**src/rtl/vof_pkg.sv**
```systemverilog
package vof_pkg;
    localparam int DW = 8;
    localparam int PHASE_W = 2;
    localparam int QUAD_W = 2;

    localparam logic [DW-1:0] Y_BLANK = 8'd16;
    localparam logic [DW-1:0] C_ZERO  = 8'd128;
    localparam logic [DW-1:0] Y_BLUE  = 8'd29;
    localparam logic [DW-1:0] CB_BLUE = 8'd255;
    localparam logic [DW-1:0] CR_BLUE = 8'd107;

    typedef enum logic [2:0] {
        S_LEAD,
        S_CR,
        S_Q1,
        S_Q2,
        S_Q3
    } slot_state_t;
endpackage

```
**src/rtl/vof_slot_fsm.sv**
```systemverilog
module vof_slot_fsm
    import vof_pkg::*;
(
    input  logic              clk,
    input  logic              rst_n,
    input  logic              pix_valid,
    input  logic              fmt_411,
    output logic              cr_slot,
    output logic [QUAD_W-1:0] quad_idx
);
    slot_state_t state_q;
    slot_state_t state_d;

    always_ff @(posedge clk) begin
        if (!rst_n) state_q <= S_LEAD;
        else        state_q <= state_d;
    end

    always_comb begin
        state_d = state_q;
        if (!pix_valid) begin
            state_d = S_LEAD;
        end else if (fmt_411) begin
            unique case (state_q)
                S_Q1:    state_d = S_Q2;
                S_Q2:    state_d = S_Q3;
                S_Q3:    state_d = S_LEAD;
                default: state_d = S_Q1;
            endcase
        end else begin
            unique case (state_q)
                S_CR:    state_d = S_LEAD;
                default: state_d = S_CR;
            endcase
        end
    end

    always_comb begin
        cr_slot  = 1'b0;
        quad_idx = '0;
        if (fmt_411) begin
            unique case (state_q)
                S_Q1:    quad_idx = 2'd1;
                S_Q2:    quad_idx = 2'd2;
                S_Q3:    quad_idx = 2'd3;
                default: quad_idx = 2'd0;
            endcase
        end else begin
            cr_slot = (state_q == S_CR);
        end
    end

    // a gap always restarts the slot sequence
    p_gap_restart_r2: assert property (@(posedge clk) disable iff (!rst_n)
        !pix_valid |=> (state_q == S_LEAD));

    // the fourth pixel of a group closes it
    p_quad_wrap_r3: assert property (@(posedge clk) disable iff (!rst_n)
        (pix_valid && fmt_411 && state_q == S_Q3) |=> (state_q == S_LEAD));
endmodule

```
**src/rtl/vof_pixel_fmt.sv**
```systemverilog
module vof_pixel_fmt
    import vof_pkg::*;
(
    input  logic              clk,
    input  logic              rst_n,
    input  logic              pix_valid,
    input  logic [DW-1:0]     y_in,
    input  logic [DW-1:0]     cb_in,
    input  logic [DW-1:0]     cr_in,
    input  logic              fmt_411,
    input  logic              cr_slot,
    input  logic [QUAD_W-1:0] quad_idx,
    input  logic              kill,
    input  logic              blue_now,
    output logic [DW-1:0]     y_q,
    output logic [DW-1:0]     c_q
);
    localparam int PAD_W = DW - 4;

    logic [DW-1:0] sub_y, sub_cb, sub_cr;
    logic [DW-1:0] grp_cb, grp_cr;
    logic [DW-1:0] use_cb, use_cr;
    logic [1:0]    cb_pair, cr_pair;
    logic [DW-1:0] c_pix;

    function automatic logic [1:0] pick_pair(input logic [DW-1:0] v,
                                             input logic [QUAD_W-1:0] q);
        int hi;
        hi = (DW - 1) - 2 * int'(q);
        return v[hi -: 2];
    endfunction

    always_comb begin
        if (blue_now) begin
            sub_y  = Y_BLUE;
            sub_cb = CB_BLUE;
            sub_cr = CR_BLUE;
        end else begin
            sub_y  = y_in;
            sub_cb = kill ? C_ZERO : cb_in;
            sub_cr = kill ? C_ZERO : cr_in;
        end
    end

    always_comb begin
        use_cb  = (quad_idx == '0) ? sub_cb : grp_cb;
        use_cr  = (quad_idx == '0) ? sub_cr : grp_cr;
        cb_pair = pick_pair(use_cb, quad_idx);
        cr_pair = pick_pair(use_cr, quad_idx);
        if (fmt_411) c_pix = {cb_pair, cr_pair, {PAD_W{1'b0}}};
        else         c_pix = cr_slot ? sub_cr : sub_cb;
    end

    always_ff @(posedge clk) begin
        if (!rst_n) begin
            y_q    <= Y_BLANK;
            c_q    <= C_ZERO;
            grp_cb <= C_ZERO;
            grp_cr <= C_ZERO;
        end else begin
            if (pix_valid) begin
                y_q <= sub_y;
                c_q <= c_pix;
            end else begin
                y_q <= Y_BLANK;
                c_q <= C_ZERO;
            end
            if (pix_valid && fmt_411 && quad_idx == '0) begin
                grp_cb <= sub_cb;
                grp_cr <= sub_cr;
            end
        end
    end

    // blanking codes follow a cycle with no valid pixel
    p_blank_codes_r1: assert property (@(posedge clk) disable iff (!rst_n)
        !pix_valid |=> (y_q == Y_BLANK && c_q == C_ZERO));

    // killed chroma in 4:2:2 is the zero level
    p_kill_zero_r6: assert property (@(posedge clk) disable iff (!rst_n)
        (pix_valid && kill && !blue_now && !fmt_411) |=> (c_q == C_ZERO));

    // blue luma wins over the decoded value
    p_blue_luma_r8: assert property (@(posedge clk) disable iff (!rst_n)
        (pix_valid && blue_now) |=> (y_q == Y_BLUE));
endmodule

```
**src/rtl/vof_tap_delay.sv**
```systemverilog
module vof_tap_delay
    import vof_pkg::*;
#(
    parameter logic [DW-1:0] RST_VAL = '0
) (
    input  logic               clk,
    input  logic               rst_n,
    input  logic [DW-1:0]      din,
    input  logic [PHASE_W-1:0] sel,
    output logic [DW-1:0]      dout
);
    localparam int TAPS = 1 << PHASE_W;

    logic [DW-1:0] stage [1:TAPS-1];

    for (genvar g = 1; g < TAPS; g++) begin : g_stage
        if (g == 1) begin : g_first
            always_ff @(posedge clk) begin
                if (!rst_n) stage[g] <= RST_VAL;
                else        stage[g] <= din;
            end
        end else begin : g_next
            always_ff @(posedge clk) begin
                if (!rst_n) stage[g] <= RST_VAL;
                else        stage[g] <= stage[g-1];
            end
        end
    end

    always_comb begin
        unique case (sel)
            2'b01:   dout = din;
            2'b00:   dout = stage[1];
            2'b11:   dout = stage[2];
            default: dout = stage[3];
        endcase
    end

    // the nominal code lags the undelayed tap by one clock
    p_nominal_lag_r4: assert property (@(posedge clk) disable iff (!rst_n)
        (sel == 2'b00) |-> (dout == $past(din)));
endmodule

```
**src/rtl/vid_out_fmt.sv**
```systemverilog
module vid_out_fmt
    import vof_pkg::*;
(
    input  logic         clk,
    input  logic         rst_n,
    input  logic         pix_valid,
    input  logic [7:0]   y_in,
    input  logic [7:0]   cb_in,
    input  logic [7:0]   cr_in,
    input  logic         fmt_411,
    input  logic [1:0]   y_phase,
    input  logic [1:0]   c_phase,
    input  logic         kill_force,
    input  logic         kill_flag,
    input  logic         blue_auto,
    input  logic         sync_ok,
    input  logic         hiz,
    output logic [7:0]   y_out,
    output logic [7:0]   c_out,
    output logic         out_en
);
    logic              cr_slot;
    logic [QUAD_W-1:0] quad_idx;
    logic [DW-1:0]     y_tap0, c_tap0;
    logic              kill, blue_now;

    assign kill     = kill_force | kill_flag;
    assign blue_now = blue_auto & ~sync_ok;

    vof_slot_fsm u_fsm (
        .clk       (clk),
        .rst_n     (rst_n),
        .pix_valid (pix_valid),
        .fmt_411   (fmt_411),
        .cr_slot   (cr_slot),
        .quad_idx  (quad_idx)
    );

    vof_pixel_fmt u_fmt (
        .clk       (clk),
        .rst_n     (rst_n),
        .pix_valid (pix_valid),
        .y_in      (y_in),
        .cb_in     (cb_in),
        .cr_in     (cr_in),
        .fmt_411   (fmt_411),
        .cr_slot   (cr_slot),
        .quad_idx  (quad_idx),
        .kill      (kill),
        .blue_now  (blue_now),
        .y_q       (y_tap0),
        .c_q       (c_tap0)
    );

    vof_tap_delay #(.RST_VAL(Y_BLANK)) u_ydly (
        .clk   (clk),
        .rst_n (rst_n),
        .din   (y_tap0),
        .sel   (y_phase),
        .dout  (y_out)
    );

    vof_tap_delay #(.RST_VAL(C_ZERO)) u_cdly (
        .clk   (clk),
        .rst_n (rst_n),
        .din   (c_tap0),
        .sel   (c_phase),
        .dout  (c_out)
    );

    always_ff @(posedge clk) begin
        if (!rst_n) out_en <= 1'b0;
        else        out_en <= ~hiz;
    end

    // float request takes effect after one edge
    p_hiz_off_r10: assert property (@(posedge clk) disable iff (!rst_n)
        hiz |=> !out_en);

    // drive request takes effect after one edge
    p_drive_on_r10: assert property (@(posedge clk) disable iff (!rst_n)
        !hiz |=> out_en);
endmodule

```
**config.mk**
```make
export PLATFORM = sky130hd
export DESIGN_NAME = vid_out_fmt
export DESIGN_NICKNAME = d
export VERILOG_FILES = /design/src/rtl/vof_pkg.sv /design/src/rtl/vof_slot_fsm.sv /design/src/rtl/vof_pixel_fmt.sv /design/src/rtl/vof_tap_delay.sv /design/src/rtl/vid_out_fmt.sv
export SDC_FILE = /design/constraint.sdc
export NUM_CORES = 1
export LEC_CHECK = 0
export ABC_CLOCK_PERIOD_IN_PS = 2000
export BUFFER_PORTS_ARGS = -buffer_cell sky130_fd_sc_hd__clkbuf_2
export CAP_MARGIN = 20
export CORE_UTILIZATION = 43
export CTS_BUF_LIST = sky130_fd_sc_hd__clkbuf_8
export DETAILED_ROUTE_END_ITERATION = 10
export GPL_TIMING_DRIVEN = 0
export PLACE_DENSITY_LB_ADDON = 0.08
export SLEW_MARGIN = 25
export SYNTH_ARGS = -nofsm -noshare
export SYNTH_HDL_FRONTEND = slang
export SYNTH_HIERARCHICAL = 1
export SYNTH_SLANG_ARGS = --single-unit
```
**constraint.sdc**
```tcl
create_clock -name clk -period 2 [get_ports clk]
set_input_delay 0.6 -clock clk [delete_from_list [all_inputs] [get_ports clk]]
set_output_delay 0.6 -clock clk [all_outputs]
set_load 0.01 [all_outputs]
```
==> Word level (Yosys, flattened, before mapping) <==
Memories as Yosys holds them, arrays and structs flattened.
Cells that the tools add are included.
{ "word_totals": {"latch_bits": 0, "mem_bits_ro": 0, "mem_count": 2, "input_bits": 37, "register_bits": 36, "ramBits": 48} }
{ "op_classes": {"eq_ne": 8, "n_reduce_logical": 8, "order_cmp": 0, "div": 0, "mux": 25, "addsub": 1, "bitwise": 12, "multipliers": 0, "n_shift": 2} }
{ "mem_list": {"columns": ["memory", "depth", "width", "rd", "rd_ports_with_merged_regs", "write_ports", "line_no", "rtl"], "rows": [
  ["u_cdly.stage", 3, 8, 3, 0, 3, "vof_tap_delay.sv:14", "logic [DW-1:0] stage [1:TAPS-1];"],
  ["u_ydly.stage", 3, 8, 3, 0, 3, "vof_tap_delay.sv:14", null]
]} }
{ "op_table": {"columns": ["operator", "n"], "rows": [
  ["2-to-1 mux 8 bit", 14],
  ["variable part select 9 x 32 -> 2 bit", 2],
  ["one-hot mux 8 bit (3 select lines)", 2],
  ["one-hot mux 3 bit (3 select lines)", 1],
  ["OR 1 bit", 7],
  ["equality test 3 x 2 -> 1 bit, second input constant", 2],
  ["logical NOT 2 bit", 3],
  ["one-hot mux 2 bit (3 select lines)", 1],
  ["OR reduction 3 bit", 2],
  ["equality test 2 x 1 -> 1 bit, second input constant", 2],
  ["equality test 2 bit, second input constant", 2],
  ["2-to-1 mux 1 bit", 4],
  ["2-to-1 mux 4 bit", 1],
  ["NOT 1 bit", 4],
  ["subtractor 3 x 3 -> 4 bit, first input constant", 1],
  ["equality test 3 x 1 -> 1 bit, second input constant", 1],
  ["equality test 3 bit, second input constant", 1],
  ["2-to-1 mux 3 bit", 1],
  ["logical AND 1 bit", 2],
  ["2-to-1 mux 2 bit", 1],
  ["AND reduction 2 bit", 1],
  ["bitwise AND 1 bit", 1]
]} }

==> Longest topological paths before layout <==
Gate-level depths: netlist (run 1).
{ "depth": {"depth_word": 7, "mapped_depth": 9, "ltp_nobuf": 7} }

==> By module <==
Netlist (run 1), hierarchy kept.
{ "by_module_without_submodules": {"columns": ["mod", "area_each_um2", "n_inst", "cells_per_inst"], "rows": [
  ["vof_tap_delay", 834.6, 2, 60],
  ["vof_pixel_fmt", 1277.5, 1, 147],
  ["vof_slot_fsm", 150.1, 1, 18],
  ["vid_out_fmt", 38.8, 1, 4]
]} }

==> Worst setup path after synthesis (run 1) <==
Ideal clock, no wire load.
{ "synth_timing": {"path_kind": "input to register", "from": "in fmt_411", "to": "reg u_fmt.c_q[0]", "stages": 5, "slack_ns": -0.034, "path_buffers": 1, "arrival_time_ns": 1.903, "cell_sequence": "nor4b_1 -> buf_1 -> mux2_2 -> a21oi_1 -> nor3_1"} }
{ "synth_via": {"elab_chain_len": 2, "word_cells_on_any_way": 3, "cone_classes": "mux (2); reduce/logical (1)"} }
{ "synth_rtl": {"columns": ["element", "line_no", "rtl"], "rows": [
  ["start, declared", "vid_out_fmt.sv:10", "input logic fmt_411,"],
  ["2-to-1 mux 1 bit", "vof_slot_fsm.sv:41", "if (fmt_411) begin"],
  ["2-to-1 mux 8 bit", "vof_pixel_fmt.sv:51", "else c_pix = cr_slot ? sub_cr : sub_cb;"],
  ["end signal, assigned", "vof_pixel_fmt.sv:63", "c_q <= c_pix;"],
  ["end, declared", "vof_pixel_fmt.sv:16", "output logic [DW-1:0] c_q"]
]} }
Several ways; a longest one is shown, not always the timed one.
A chain may end at the register's enable or synchronous reset.

==> Worst setup path after layout (run 1) <==
{ "layout_timing": {"from": "in y_phase[0]", "to": "out y_out[4]"} }
{ "layout_via": {"elab_chain_len": 2, "word_cells_on_any_way": 4, "cone_classes": "eq/ne (2); mux (1); reduce/logical (1)"} }
{ "layout_rtl": {"columns": ["element", "line_no", "rtl"], "rows": [
  ["start, declared", "vid_out_fmt.sv:11", "input logic [1:0] y_phase,"],
  ["equality test 2 bit (tied with other cells)", "vof_tap_delay.sv:31", "unique case (sel)"],
  ["one-hot mux 8 bit (3 select lines) *", "vof_tap_delay.sv:31", null],
  ["end, declared", "vid_out_fmt.sv:18", "output logic [7:0] y_out,"]
]} }
Every way passes the cells marked *; elsewhere a longest branch is shown, timed or not.

==> summary.log, run 1 <==
[status] run status completed
[worst_setup_path] data arrival time of the critical path 1.37 ns
[placement] HPWL reported at the end of detailed placement 4.55 mm
[worst_setup_path] internal reg-to-reg setup slack 0.17 ns
[power_and_ir_drop] cell leakage power 1.62 nW
[floorplanning] height of the die 87.4 µm
[flow_run] # Max-Cap Violations 0
[yosys] largest area contributor in the synthesized netlist sky130_fd_sc_hd__dfxtp_1
[final_layout] commonest cells after routing, fill and taps aside 78 x sky130_fd_sc_hd__dfxtp_1, 51 x sky130_fd_sc_hd__clkbuf_2, 47 x sky130_fd_sc_hd__and2_1, 18 x sky130_fd_sc_hd__a21oi_1
[timing] Tmin final 1.97 ns
[yosys] number of unique standard cell types used by synthesis 35
[timing] number of slew-limit violations in the final report 0
[timing] Clock Skew 0.0130 ns
[grt] maximum number of pins on one net before global-route repair 22
[yosys] top_reg_cell synth sky130_fd_sc_hd__dfxtp_1
[timing] count of endpoints failing hold in the final timing report 0
[yosys] Post-Synthesis Cell Area 3140 µm²
[floorplanning] width of the chip 87.4 µm
[yosys] Mapped Cells 289
[timing] setup repair after global routing missed its margin true
[grt] initial antenna violation count 0
[floorplanning] initial standard-cell utilization of the core 45.4%
[cts] TritonCTS clock tree done
[grt] vias in the first global route 2,156
[cts] deepest clock path buffer count 2
[yosys] register bit total from synthesis 80
[final_layout] relative area change from synthesis to final layout 19.2%
[worst_setup_path] worst flop-to-flop path startpoint u_fsm/state_q[2]
[yosys] portion of the post-synthesis area used by sequential elements 51.1%
[final_layout] fraction of layout instances using a drive strength above 1 29.2%
[yosys] fraction of synthesis flops using an asynchronous set or reset pin 0%
[final_layout] Net count, final 385
[worst_setup_path] Required @ worst endpoint 1.40 ns
[floorplanning] area of the core 6910 µm²
[yosys] dominant cells by area after synthesis sky130_fd_sc_hd__dfxtp_1 51%, sky130_fd_sc_hd__mux4_2 12%, sky130_fd_sc_hd__and2_1 9.6%, sky130_fd_sc_hd__o211a_1 3.5%, sky130_fd_sc_hd__a21oi_1 3.0%
[worst_setup_path] CP endpoint y_out[4]
[route] post-route antenna net violation count 0
[worst_setup_path] highest fanout seen on the critical path 8
[route] detailed-route vias per instance 5.06
[cts] post-CTS clock slew at the launch and capture registers of the worst setup and hold paths 0.08 ns
[route] Initial DRC Count 88
[cts] Clk Tree Root Cell sky130_fd_sc_hd__clkbuf_8
[cts] clock latency reported for the late side of the worst-skew pair 0.34 ns
[worst_setup_path] category of the worst setup path capture point output port
[grt] global-route wire length before repair 10.5 mm
[worst_setup_path] CP Launch Type primary input
[power_and_ir_drop] ratio of total power to cell area 835 nW/µm²
[yosys] Ys Warns 6
[power_and_ir_drop] worst ir drop on vdd 496 µV
[final_layout] post-route insts no fill 449
[placement] final weighted congestion of routability-driven global placement 0.850
[worst_setup_path] origin of the worst setup path y_phase[0]
[floorplanning] site row count 30
[worst_setup_path] terminus of the critical flop-to-flop path u_fmt/c_q[6]
[worst_setup_path] reg2reg path depth 6
[cts] TritonCTS sink count 80
[route] detailed-route DRC error count 0
[placement] PortBufs 49
[timing] Final TNS setup 0 ns
[timing] relative slew slack 67.8%
[route] drt pass-1 iters 4
[yosys] EDFF count, synth 0
[timing] post-route clock period utilization 98.5%
[timing] # setup viols final 0
[yosys] top cell type's share of synthesized area 51.1%
[cts] number of buffers added by the clock tree synthesis step 9
[yosys] mean post-synth cell area 10.8 µm²
[floorplanning] Die Outline Area 7640 µm²
[worst_hold_path] worst min path class primary input to flip-flop
[final_layout] number of antenna repair diodes 0
[timing] Worst Max-Slew Pin Slew 0.483 ns
[cts] H-tree depth 3
[worst_setup_path] WS Path Type primary input to output port
[route] wire per inst 14.2 µm
[timing] peak clock frequency supported by timing 507 MHz
[grt] gr usage total 18.6%
[final_layout] number of inserted filler cells in the final layout 684
[yosys] Net Count, Synth 326
[cts] number of buffers added for setup after CTS 0
[final_layout] most frequent standard cell in the layout excluding fill and tap cells sky130_fd_sc_hd__dfxtp_1
[route] routed vias 2,270
[placement] Placed Instances 434
[grt] overflow left after global routing 0
[floorplanning] Top-Level Pins 54
[route] total wirelength of the detailed-routed design 6.36 mm
[worst min-delay path by stage]
| stage | startpoint | to | slack (ns) | cells after the start |
|---|---|---|---|---|
| global placement | u_cdly/stage[0][15] | u_cdly/stage[0][23] | 0.42 | 1 |
| finish | hiz | out_en | 0.40 | 2 |
| floorplan | u_cdly/stage[0][15] | u_cdly/stage[0][23] | 0.41 | 1 |
| global route | hiz | out_en | 0.39 | 2 |
| CTS | hiz | out_en | 0.38 | 2 |
| detailed placement | u_cdly/stage[0][15] | u_cdly/stage[0][23] | 0.42 | 1 |
[cell type report]
class                           count  area [µm²]  area share (%)
Sequential cell                    80        1600            42.9
Buffer                             21         121            3.25
Clock buffer                        9         124            3.31
Inverter                            4        15.0           0.402
Clock inverter                      7        76.3            2.04
Timing Repair Buffer               49         251            6.73
Tap cell                           96         120            3.21
Multi-Input combinational cell    183        1430            38.1
[routing by layer]
metal / part of all wire [%] / GRT usage (%)
met2: 45 / 27.7
met3: 5.4 / 5.12
met1: 49 / 26.0
met4: 0.42 / 6.56
met5: 0 / 0
[sequential cells by signal, indices dropped and copies added (netlist names)]
| register | flops |
|---|---|
| u_fsm/state_q | 3 |
| u_fmt/grp_cb | 6 |
| u_ydly/stage | 24 |
| u_fmt/y_q | 8 |
| u_fmt/c_q | 8 |
| out_en | 1 |
| u_cdly/stage | 24 |
| u_fmt/grp_cr | 6 |
[power by group]
part / total (mW) / switching (mW) / internal, mW
Combinational: 0.270 / 0.141 / 0.129
Sequential: 1.66 / 0.0213 / 1.64
Clock: 1.19 / 0.602 / 0.590
Total: 3.12 / 0.764 / 2.36
[synth_stat cells, types with 3 or more instances]
library cell and instances:
sky130_fd_sc_hd__buf_2 4, sky130_fd_sc_hd__mux2i_1 3, sky130_fd_sc_hd__or3_1 3, sky130_fd_sc_hd__nand2_1 15, sky130_fd_sc_hd__inv_1 4, sky130_fd_sc_hd__nand3_1 4, sky130_fd_sc_hd__nand2b_1 9, sky130_fd_sc_hd__nor3_1 6
sky130_fd_sc_hd__clkbuf_1 13, sky130_fd_sc_hd__nor2_1 17, sky130_fd_sc_hd__dfxtp_1 80, sky130_fd_sc_hd__a21oi_1 19, sky130_fd_sc_hd__o211a_1 11, sky130_fd_sc_hd__mux4_2 17, sky130_fd_sc_hd__and2_1 48, sky130_fd_sc_hd__nor2b_1 5
sky130_fd_sc_hd__mux2_2 5
[stage by stage]
step / setup slack, ns / power (mW) / utilization, % / hold WS, ns / instance area (µm²)
3_3_place_gp: -0.428 / 1.96 / 50.7 / 0.416 / 3500
5_1_grt: -0.00682 / 3.27 / 54.1 / 0.388 / 3740
2_1_floorplan: 0.0276 / 1.86 / - / 0.405 / 3140
4_1_cts: 0.00851 / 3.17 / 53.9 / 0.380 / 3720
3_5_place_dp: -0.413 / 1.96 / 50.7 / 0.422 / 3500
6_report: 0.0292 / 3.12 / 54.1 / 0.401 / 3740
[worst max-delay path: stages]
cell,delay [ns]
sky130_fd_sc_hd__buf_12,0.11
sky130_fd_sc_hd__mux4_2,0.51
sky130_fd_sc_hd__clkbuf_2,0.14
[cells by family (layout without fill, tap and decap cells)]
logic type	Yosys count	after routing	synth area share, %
AOI/OAI and AO/OA	43	43	9.70
buffers and inverters	26	90	3.83
DFF	80	80	51.1
muxes	25	25	15.0
and+or+nand+nor	115	115	20.4
[timing repair]
| item | 4_1_cts | 5_1_grt |
|---|---|---|
| resized for setup | 4 | 10 |
| setup endpoints to repair | 13 | 20 |
| hold buffers | 0 | 0 |
Power figures use the tool's default switching activity.
==> inputs of run 2 (changes only) <==
- SYNTH_HIERARCHICAL: 1 -> unset
==> summary.log, run 2 <==
[power_and_ir_drop] cell leakage power 1.67 nW [+3.4%]
[yosys] most common library cells after synthesis 81 x sky130_fd_sc_hd__dfxtp_1, 46 x sky130_fd_sc_hd__and2_1, 24 x sky130_fd_sc_hd__a21oi_1
[timing] count of endpoints failing hold in the final timing report 0 [unchanged]
[yosys] top cell type's share of synthesized area 51.0% [-0.11 points]
[final_layout] most frequent standard cell in the layout excluding fill and tap cells sky130_fd_sc_hd__dfxtp_1
[timing] # setup viols final 0 [unchanged]
[yosys] EDFF count, synth 0 [unchanged]
[final_layout] area occupied by multi-input gates 1430 µm² [about the same]
[yosys] number of unique standard cell types used by synthesis 36 [+2.9%]
[worst_setup_path] category of the worst setup path capture point output port
[yosys] most instantiated library cell after synthesis sky130_fd_sc_hd__dfxtp_1
[yosys] Ys Warns 0 [-6]
[cts] TritonCTS sink count 81 [+1.3%]
[floorplanning] site row count 30 [unchanged]
[floorplanning] area of the core 6980 µm² [+1.1%]
[yosys] mean post-synth cell area 11.0 µm² [+1.5%]
[route] detailed-route vias per instance 5.08 [+0.40%]
[cts] clock latency reported for the late side of the worst-skew pair 0.34 ns [about the same]
[worst_hold_path] critical hold path startpoint hiz
[cts] Clk Tree Root Cell sky130_fd_sc_hd__clkbuf_8
[yosys] xor and xnor area share after synthesis 0.275% [+0.28 points]
[cts] number of buffers added for setup after CTS 0 [unchanged]
[floorplanning] width of the chip 88.0 µm [+0.72%]
[power_and_ir_drop] worst ir drop on vdd 568 µV [+14%]
[grt] vias in the first global route 2,252 [+4.5%]
[status] run status completed
[timing] number of slew-limit violations in the final report 0 [unchanged]
[grt] global-route wire length before repair 10.7 mm [+1.6%]
[route] detailed-route DRC error count 0 [unchanged]
[cts] TritonCTS clock tree done
[cts] H-tree depth 3 [unchanged]
[route] total wirelength of the detailed-routed design 6.55 mm [+3.0%]
[yosys] register bit total from synthesis 81 [+1.3%]
[route] Initial DRC Count 90 [+2.3%]
[final_layout] fraction of layout instances using a drive strength above 1 27.8% [-1.4 points]
[timing] peak clock frequency supported by timing 508 MHz [+0.12%]
[final_layout] Net count, final 385 [unchanged]
[yosys] Mapped Cells 289 [unchanged]
[grt] gr usage total 18.6% [-0.033 points]
[yosys] fraction of synthesized area in multiplexers 14.7% [-0.30 points]
[placement] final weighted congestion of routability-driven global placement 0.888 [+4.4%]
[placement] PortBufs 48 [-2.0%]
[floorplanning] height of the die 88.0 µm [+0.72%]
[route] drt pass-1 iters 4 [unchanged]
[cts] deepest clock path buffer count 2 [unchanged]
[yosys] Post-Synthesis Cell Area 3180 µm² [+1.5%]
[final_layout] area used by sequential logic in the layout 1620 µm² [+1.1%]
[timing] relative slew slack 58.4% [-9.5 points]
[worst_setup_path] Required @ worst endpoint 1.40 ns [about the same]
[floorplanning] Die Outline Area 7750 µm² [+1.4%]
[final_layout] relative area change from synthesis to final layout 20.5%
[flow_run] # Max-Cap Violations 0 [unchanged]
[worst_setup_path] CP Launch Type primary input
[final_layout] number of inserted filler cells in the final layout 653 [-4.5%]
[worst_hold_path] hold path cells 2 [unchanged]
[worst_hold_path] Min-Delay Endpoint out_en
[grt] initial antenna violation count 0 [unchanged]
[final_layout] registers with the highest flip-flop counts u_cdly.stage x24, u_ydly.stage x24
[yosys] largest area contributor in the synthesized netlist sky130_fd_sc_hd__dfxtp_1
[worst_setup_path] reg2reg path depth 6 [unchanged]
[yosys] dominant cells by area after synthesis sky130_fd_sc_hd__dfxtp_1 51%, sky130_fd_sc_hd__mux4_2 11%, sky130_fd_sc_hd__and2_1 9.0%, sky130_fd_sc_hd__a21oi_1 3.8%, sky130_fd_sc_hd__o211a_1 3.1%
[route] routed vias 2,279 [+0.40%]
[worst_setup_path] internal reg-to-reg setup slack 0.16 ns [about the same]
[power_and_ir_drop] ratio of total power to cell area 866 nW/µm² [+3.8%]
[yosys] post-synthesis compound-gate area fraction 11.4% [+1.7 points]
[timing] setup repair after global routing missed its margin false
[route] post-route antenna net violation count 0 [unchanged]
[worst_setup_path] data arrival time of the critical path 1.37 ns [about the same]
[yosys] fraction of the mapped netlist area in simple logic gates 18.5% [-1.9 points]
[timing] Final TNS setup 0 ns [unchanged]
[yosys] Net Count, Synth 326 [unchanged]
[final_layout] commonest cells after routing, fill and taps aside 81 x sky130_fd_sc_hd__dfxtp_1, 46 x sky130_fd_sc_hd__and2_1, 46 x sky130_fd_sc_hd__clkbuf_2, 24 x sky130_fd_sc_hd__a21oi_1, 19 x sky130_fd_sc_hd__nand2_1
[final_layout] number of antenna repair diodes 0 [unchanged]
[yosys] combinational family with the most area after synthesis simple AND/OR/NAND/NOR gates
[grt] overflow left after global routing 0 [unchanged]
[timing] post-route clock period utilization 98.4% [-0.12 points]
[yosys] fraction of synthesis flops using an asynchronous set or reset pin 0% [unchanged]
[floorplanning] Top-Level Pins 54 [unchanged]
[floorplanning] initial standard-cell utilization of the core 45.6% [+0.17 points]
[timing] Clock Skew 0.0115 ns [-0.00156 ns]
[yosys] top_reg_cell synth sky130_fd_sc_hd__dfxtp_1
[worst_setup_path] terminus of the critical flop-to-flop path u_fmt.c_q[5]
[worst_setup_path] worst flop-to-flop path startpoint u_fsm.state_q[0]
[route] wire per inst 14.6 µm [+3.0%]
[placement] HPWL reported at the end of detailed placement 4.73 mm [+4.0%]
[worst_setup_path] WS Path Type primary input to output port
[timing] Tmin final 1.97 ns [-0.00235 ns]
[yosys] portion of the post-synthesis area used by sequential elements 51.0% [-0.11 points]
[yosys] adder-cell area share of the yosys netlist 0% [unchanged]
[timing] Worst Max-Slew Pin Slew 0.622 ns [+0.139 ns]
[cts] post-CTS clock slew at the launch and capture registers of the worst setup and hold paths 0.08 ns [about the same]
[worst_hold_path] worst min path class primary input to flip-flop
[worst_setup_path] highest fanout seen on the critical path 8 [unchanged]
[timing] Final Hold Slack 0.400 ns [-0.000766 ns]
[cts] number of buffers added by the clock tree synthesis step 9 [unchanged]
[grt] maximum number of pins on one net before global-route repair 15 [-32%]
[run 2: worst max-delay path by stage]
stage	start	endpoint	slack [ns]	depth (start not counted)
after floorplan	c_phase[0]	c_out[0]	0.01	2
after global placement	y_phase[0]	y_out[0]	-0.17	3
after detailed placement	y_phase[0]	y_out[0]	-0.18	3
after CTS	y_phase[0]	y_out[0]	0.0006	3
after global routing	c_phase[0]	c_out[7]	0.009	3
final	c_phase[0]	c_out[7]	0.03	3
[run 2: kinds of logic after synthesis]
kind of cell | count (synthesis)
AND/OR/NAND/NOR | 104
flip-flops | 81
AO/OA/AOI/OAI | 53
multiplexers | 26
buffers and inverters | 24
XOR/XNOR | 1
[run 2: critical path, stage by stage]
cell and delay [ns]:
sky130_fd_sc_hd__buf_12 0.11, sky130_fd_sc_hd__mux4_2 0.51, sky130_fd_sc_hd__buf_6 0.14
[run 2: per-stage QoR]
step	setup slack (ns)	total power, mW	std cells	util (%)	area, µm²
final	0.0315	3.32	449	54.9	3830
after global routing	0.00908	3.47	449	54.9	3830
after CTS	0.000620	3.36	449	54.6	3810
after detailed placement	-0.184	1.99	433	50.8	3540
after global placement	-0.172	1.99	433	50.8	3540
after floorplan	0.0116	1.89	289	-	3180
[run 2: where the power goes]
part	switching (mW)	internal (mW)	total, mW	leakage, nW
Clock	0.581	0.778	1.36	0.116
Sequential	0.0215	1.66	1.68	0.659
Combinational	0.148	0.136	0.284	0.898
[run 2: cell type report]
class	count	share of cell area, %
sequential	81	42.3
multi-input combinational	184	37.2
tap	96	3.13
clock buffer	11	3.95
inverter	3	0.294
clock inverter	5	2.22
buffer	21	4.31
timing repair buffer	48	6.59
[run 2: metal layers]
metal / part of all wire (%) / GRT usage, % / vias to the layer above
met5: 0 / 0 / -
met4: 0.75 / 4.40 / 0
met3: 4.7 / 5.84 / 6
met2: 46 / 30.4 / 49
met1: 48 / 24.1 / 1104
li1: - / - / 1120
[run 2: repair_timing]
action / in CTS / in global routing
hold buffers: 0 / 0
endpoints found under the setup margin: 16 / 10
gates resized for setup: 9 / 7
==> inputs of run 3 (changes only) <==
- BUFFER_PORTS_ARGS: -buffer_cell sky130_fd_sc_hd__clkbuf_2 -> -buffer_cell sky130_fd_sc_hd__buf_4
==> summary.log, run 3 (synthesis gave the netlist of run 2 again) <==
[status] run status completed
[grt] maximum number of pins on one net before global-route repair 14 [-1]
[final_layout] Finished Core Util 55.9% [+1.0 points]
[route] Initial DRC Count 67 [-26%]
[route] met3 wirelength from detailed routing 280 µm [-10%]
[placement] HPWL reported at the end of detailed placement 4.72 mm [-0.28%]
[worst_setup_path] internal reg-to-reg setup slack 0.16 ns [about the same]
[grt] vias in the first global route 2,277 [+1.1%]
[final_layout] most frequent standard cell in the layout excluding fill and tap cells sky130_fd_sc_hd__dfxtp_1
[final_layout] fraction of layout instances using a drive strength above 1 27.3% [-0.49 points]
[power_and_ir_drop] worst ir drop on vdd 363 µV [-36%]
[worst_setup_path] origin of the worst setup path y_phase[1]
[cts] Clk Tree Root Cell sky130_fd_sc_hd__clkbuf_8
[timing] count of endpoints failing hold in the final timing report 0 [unchanged]
[route] drt pass-1 iters 4 [unchanged]
[worst_setup_path] WS Path Type primary input to output port
[cts] deepest clock path buffer count 2 [unchanged]
[timing] Clock Skew 0.0104 ns [-0.00111 ns]
[worst_setup_path] data arrival time of the critical path 1.38 ns [about the same]
[final_layout] post-route cell area 3900 µm² [+1.8%]
[grt] global-route wire length before repair 11.0 mm [+2.5%]
[final_layout] post-route insts no fill 448 [-0.22%]
[placement] PortBufs 48 [unchanged]
[worst_hold_path] worst min path class primary input to flip-flop
[final_layout] commonest cells after routing, fill and taps aside 81 x sky130_fd_sc_hd__dfxtp_1, 46 x sky130_fd_sc_hd__and2_1, 43 x sky130_fd_sc_hd__buf_4, 24 x sky130_fd_sc_hd__a21oi_1, 19 x sky130_fd_sc_hd__nand2_1
[placement] Placed Instances 433 [unchanged]
[cts] number of buffers added by the clock tree synthesis step 9 [unchanged]
[worst_setup_path] category of the worst setup path capture point output port
[cts] TritonCTS sink count 81 [unchanged]
[timing] Tmin final 1.98 ns [+0.00778 ns]
[cts] number of hold-repair buffers added at the cts stage 0 [unchanged]
[floorplanning] width of the chip 88.0 µm [unchanged]
[cts] number of buffers added for setup after CTS 0 [unchanged]
[placement] final weighted congestion of routability-driven global placement 0.920 [+3.7%]
[route] detailed-route vias per instance 5.15 [+1.4%]
[grt] initial antenna violation count 0 [unchanged]
[grt] gr usage total 19.0% [+0.38 points]
[floorplanning] height of the die 88.0 µm [unchanged]
[floorplanning] Top-Level Pins 54 [unchanged]
[floorplanning] Die Outline Area 7750 µm² [unchanged]
[route] M1 WL 3.24 mm [+2.3%]
[worst_hold_path] hold path cells 2 [unchanged]
[floorplanning] site row count 30 [unchanged]
[final_layout] number of inserted filler cells in the final layout 662 [+1.4%]
[route] total wirelength of the detailed-routed design 6.62 mm [+1.1%]
[timing] # setup viols final 0 [unchanged]
[route] detailed-route DRC error count 0 [unchanged]
[cts] post-CTS clock slew at the launch and capture registers of the worst setup and hold paths 0.08 ns [about the same]
[floorplanning] area of the core 6980 µm² [unchanged]
[timing] peak clock frequency supported by timing 506 MHz [-0.39%]
[grt] overflow left after global routing 0 [unchanged]
[worst_setup_path] worst flop-to-flop path startpoint u_fsm.state_q[0]
[route] routed length on met2 3.03 mm [+0.23%]
[power_and_ir_drop] Design Power 3.04 mW [-8.6%]
[final_layout] number of antenna repair diodes 0 [unchanged]
[timing] post-route clock period utilization 98.8% [+0.39 points]
[worst_setup_path] highest fanout seen on the critical path 8 [unchanged]
[cts] TritonCTS clock tree done
[route] top sig layer met4
[route] post-route antenna net violation count 0 [unchanged]
[route] wire per inst 14.8 µm [+1.3%]
[worst_setup_path] Required @ worst endpoint 1.40 ns [about the same]
[timing] Worst Max-Slew Pin Slew 0.589 ns [-0.0331 ns]
[worst_setup_path] CP Launch Type primary input
[floorplanning] initial standard-cell utilization of the core 45.6% [unchanged]
[final_layout] relative area change from synthesis to final layout 22.7%
[timing] number of slew-limit violations in the final report 0 [unchanged]
[flow_run] # Max-Cap Violations 0 [unchanged]
[power_and_ir_drop] ratio of total power to cell area 777 nW/µm² [-10%]
[power_and_ir_drop] cell leakage power 1.68 nW [+0.58%]
[cts] H-tree depth 3 [unchanged]
[timing] relative slew slack 60.6% [+2.2 points]
[placement] standard cell area after detailed placement 3660 µm² [+3.4%]
[final_layout] registers with the highest flip-flop counts u_cdly.stage x24, u_ydly.stage x24
[timing] setup repair after global routing missed its margin true
[route] routed vias 2,305 [+1.1%]
[worst_setup_path] reg2reg path depth 6 [unchanged]
[final_layout] Net count, final 385 [unchanged]
[cts] clock latency reported for the late side of the worst-skew pair 0.35 ns [about the same]
[worst_setup_path] terminus of the critical flop-to-flop path u_fmt.c_q[5]
[worst_setup_path] CP endpoint y_out[2]
-- run 3: cell count changes in the layout (fill, tap and decap cells not counted), sizes merged --
| cell | change |
|---|---|
| inv | +1 |
| clkinvlp | +1 |
| buf | +45 |
| bufinv | -2 |
| clkbuf | -46 |
-- run 3: area by class of cell --
cell class | instances | area [µm²] | area share (%)
clock inverter | 5 | 32.5 | 0.833
inverter | 3 | 11.3 | 0.288
buffer | 21 | 175 | 4.49
tap | 96 | 120 | 3.08
clock buffer | 10 | 138 | 3.53
timing repair buffer | 48 | 379 | 9.71
sequential | 81 | 1620 | 41.5
multi-input combinational | 184 | 1430 | 36.5
-- run 3: routing by layer --
layer  up-vias  GRT usage (%)
li1       1119              -
met3        11           6.50
met1      1124           25.5
met5         -              0
met4         0           5.43
met2        51           29.1
-- run 3: worst min path at each step --
stage / start / slack [ns] / to
after floorplan: u_cdly.stage[0][23] / 0.41 / u_cdly.stage[0][31]
after global placement: u_ydly.stage[0][12] / 0.41 / u_ydly.stage[0][20]
after detailed placement: u_fmt.y_q[4] / 0.42 / u_ydly.stage[0][12]
after CTS: hiz / 0.38 / out_en
after global routing: hiz / 0.39 / out_en
final: hiz / 0.39 / out_en
-- run 3: through the flow --
| stage | setup TNS (ns) | hold WS (ns) | worst slack, ns |
|---|---|---|---|
| floorplan | 0 | 0.405 | 0.0116 |
| global placement | -2.77 | 0.411 | -0.190 |
| detailed placement | -2.79 | 0.424 | -0.204 |
| CTS | 0 | 0.382 | 0.00245 |
| global route | -0.000664 | 0.392 | -0.000664 |
| finish | 0 | 0.394 | 0.0237 |
-- run 3: power by group --
| group | internal, mW | switching, mW |
|---|---|---|
| Combinational | 0.161 | 0.149 |
| Clock | 0.475 | 0.571 |
| Sequential | 1.66 | 0.0220 |
| Total | 2.29 | 0.742 |
-- run 3: timing repair --
action | in CTS | in global routing
setup endpoints to repair | 16 | 5
hold endpoints to repair | 0 | 0
gates resized for setup | 12 | 5
-- run 3: critical path, stage by stage --
cell and delay [ns]:
sky130_fd_sc_hd__clkbuf_16 0.13, sky130_fd_sc_hd__mux4_2 0.51, sky130_fd_sc_hd__buf_6 0.14
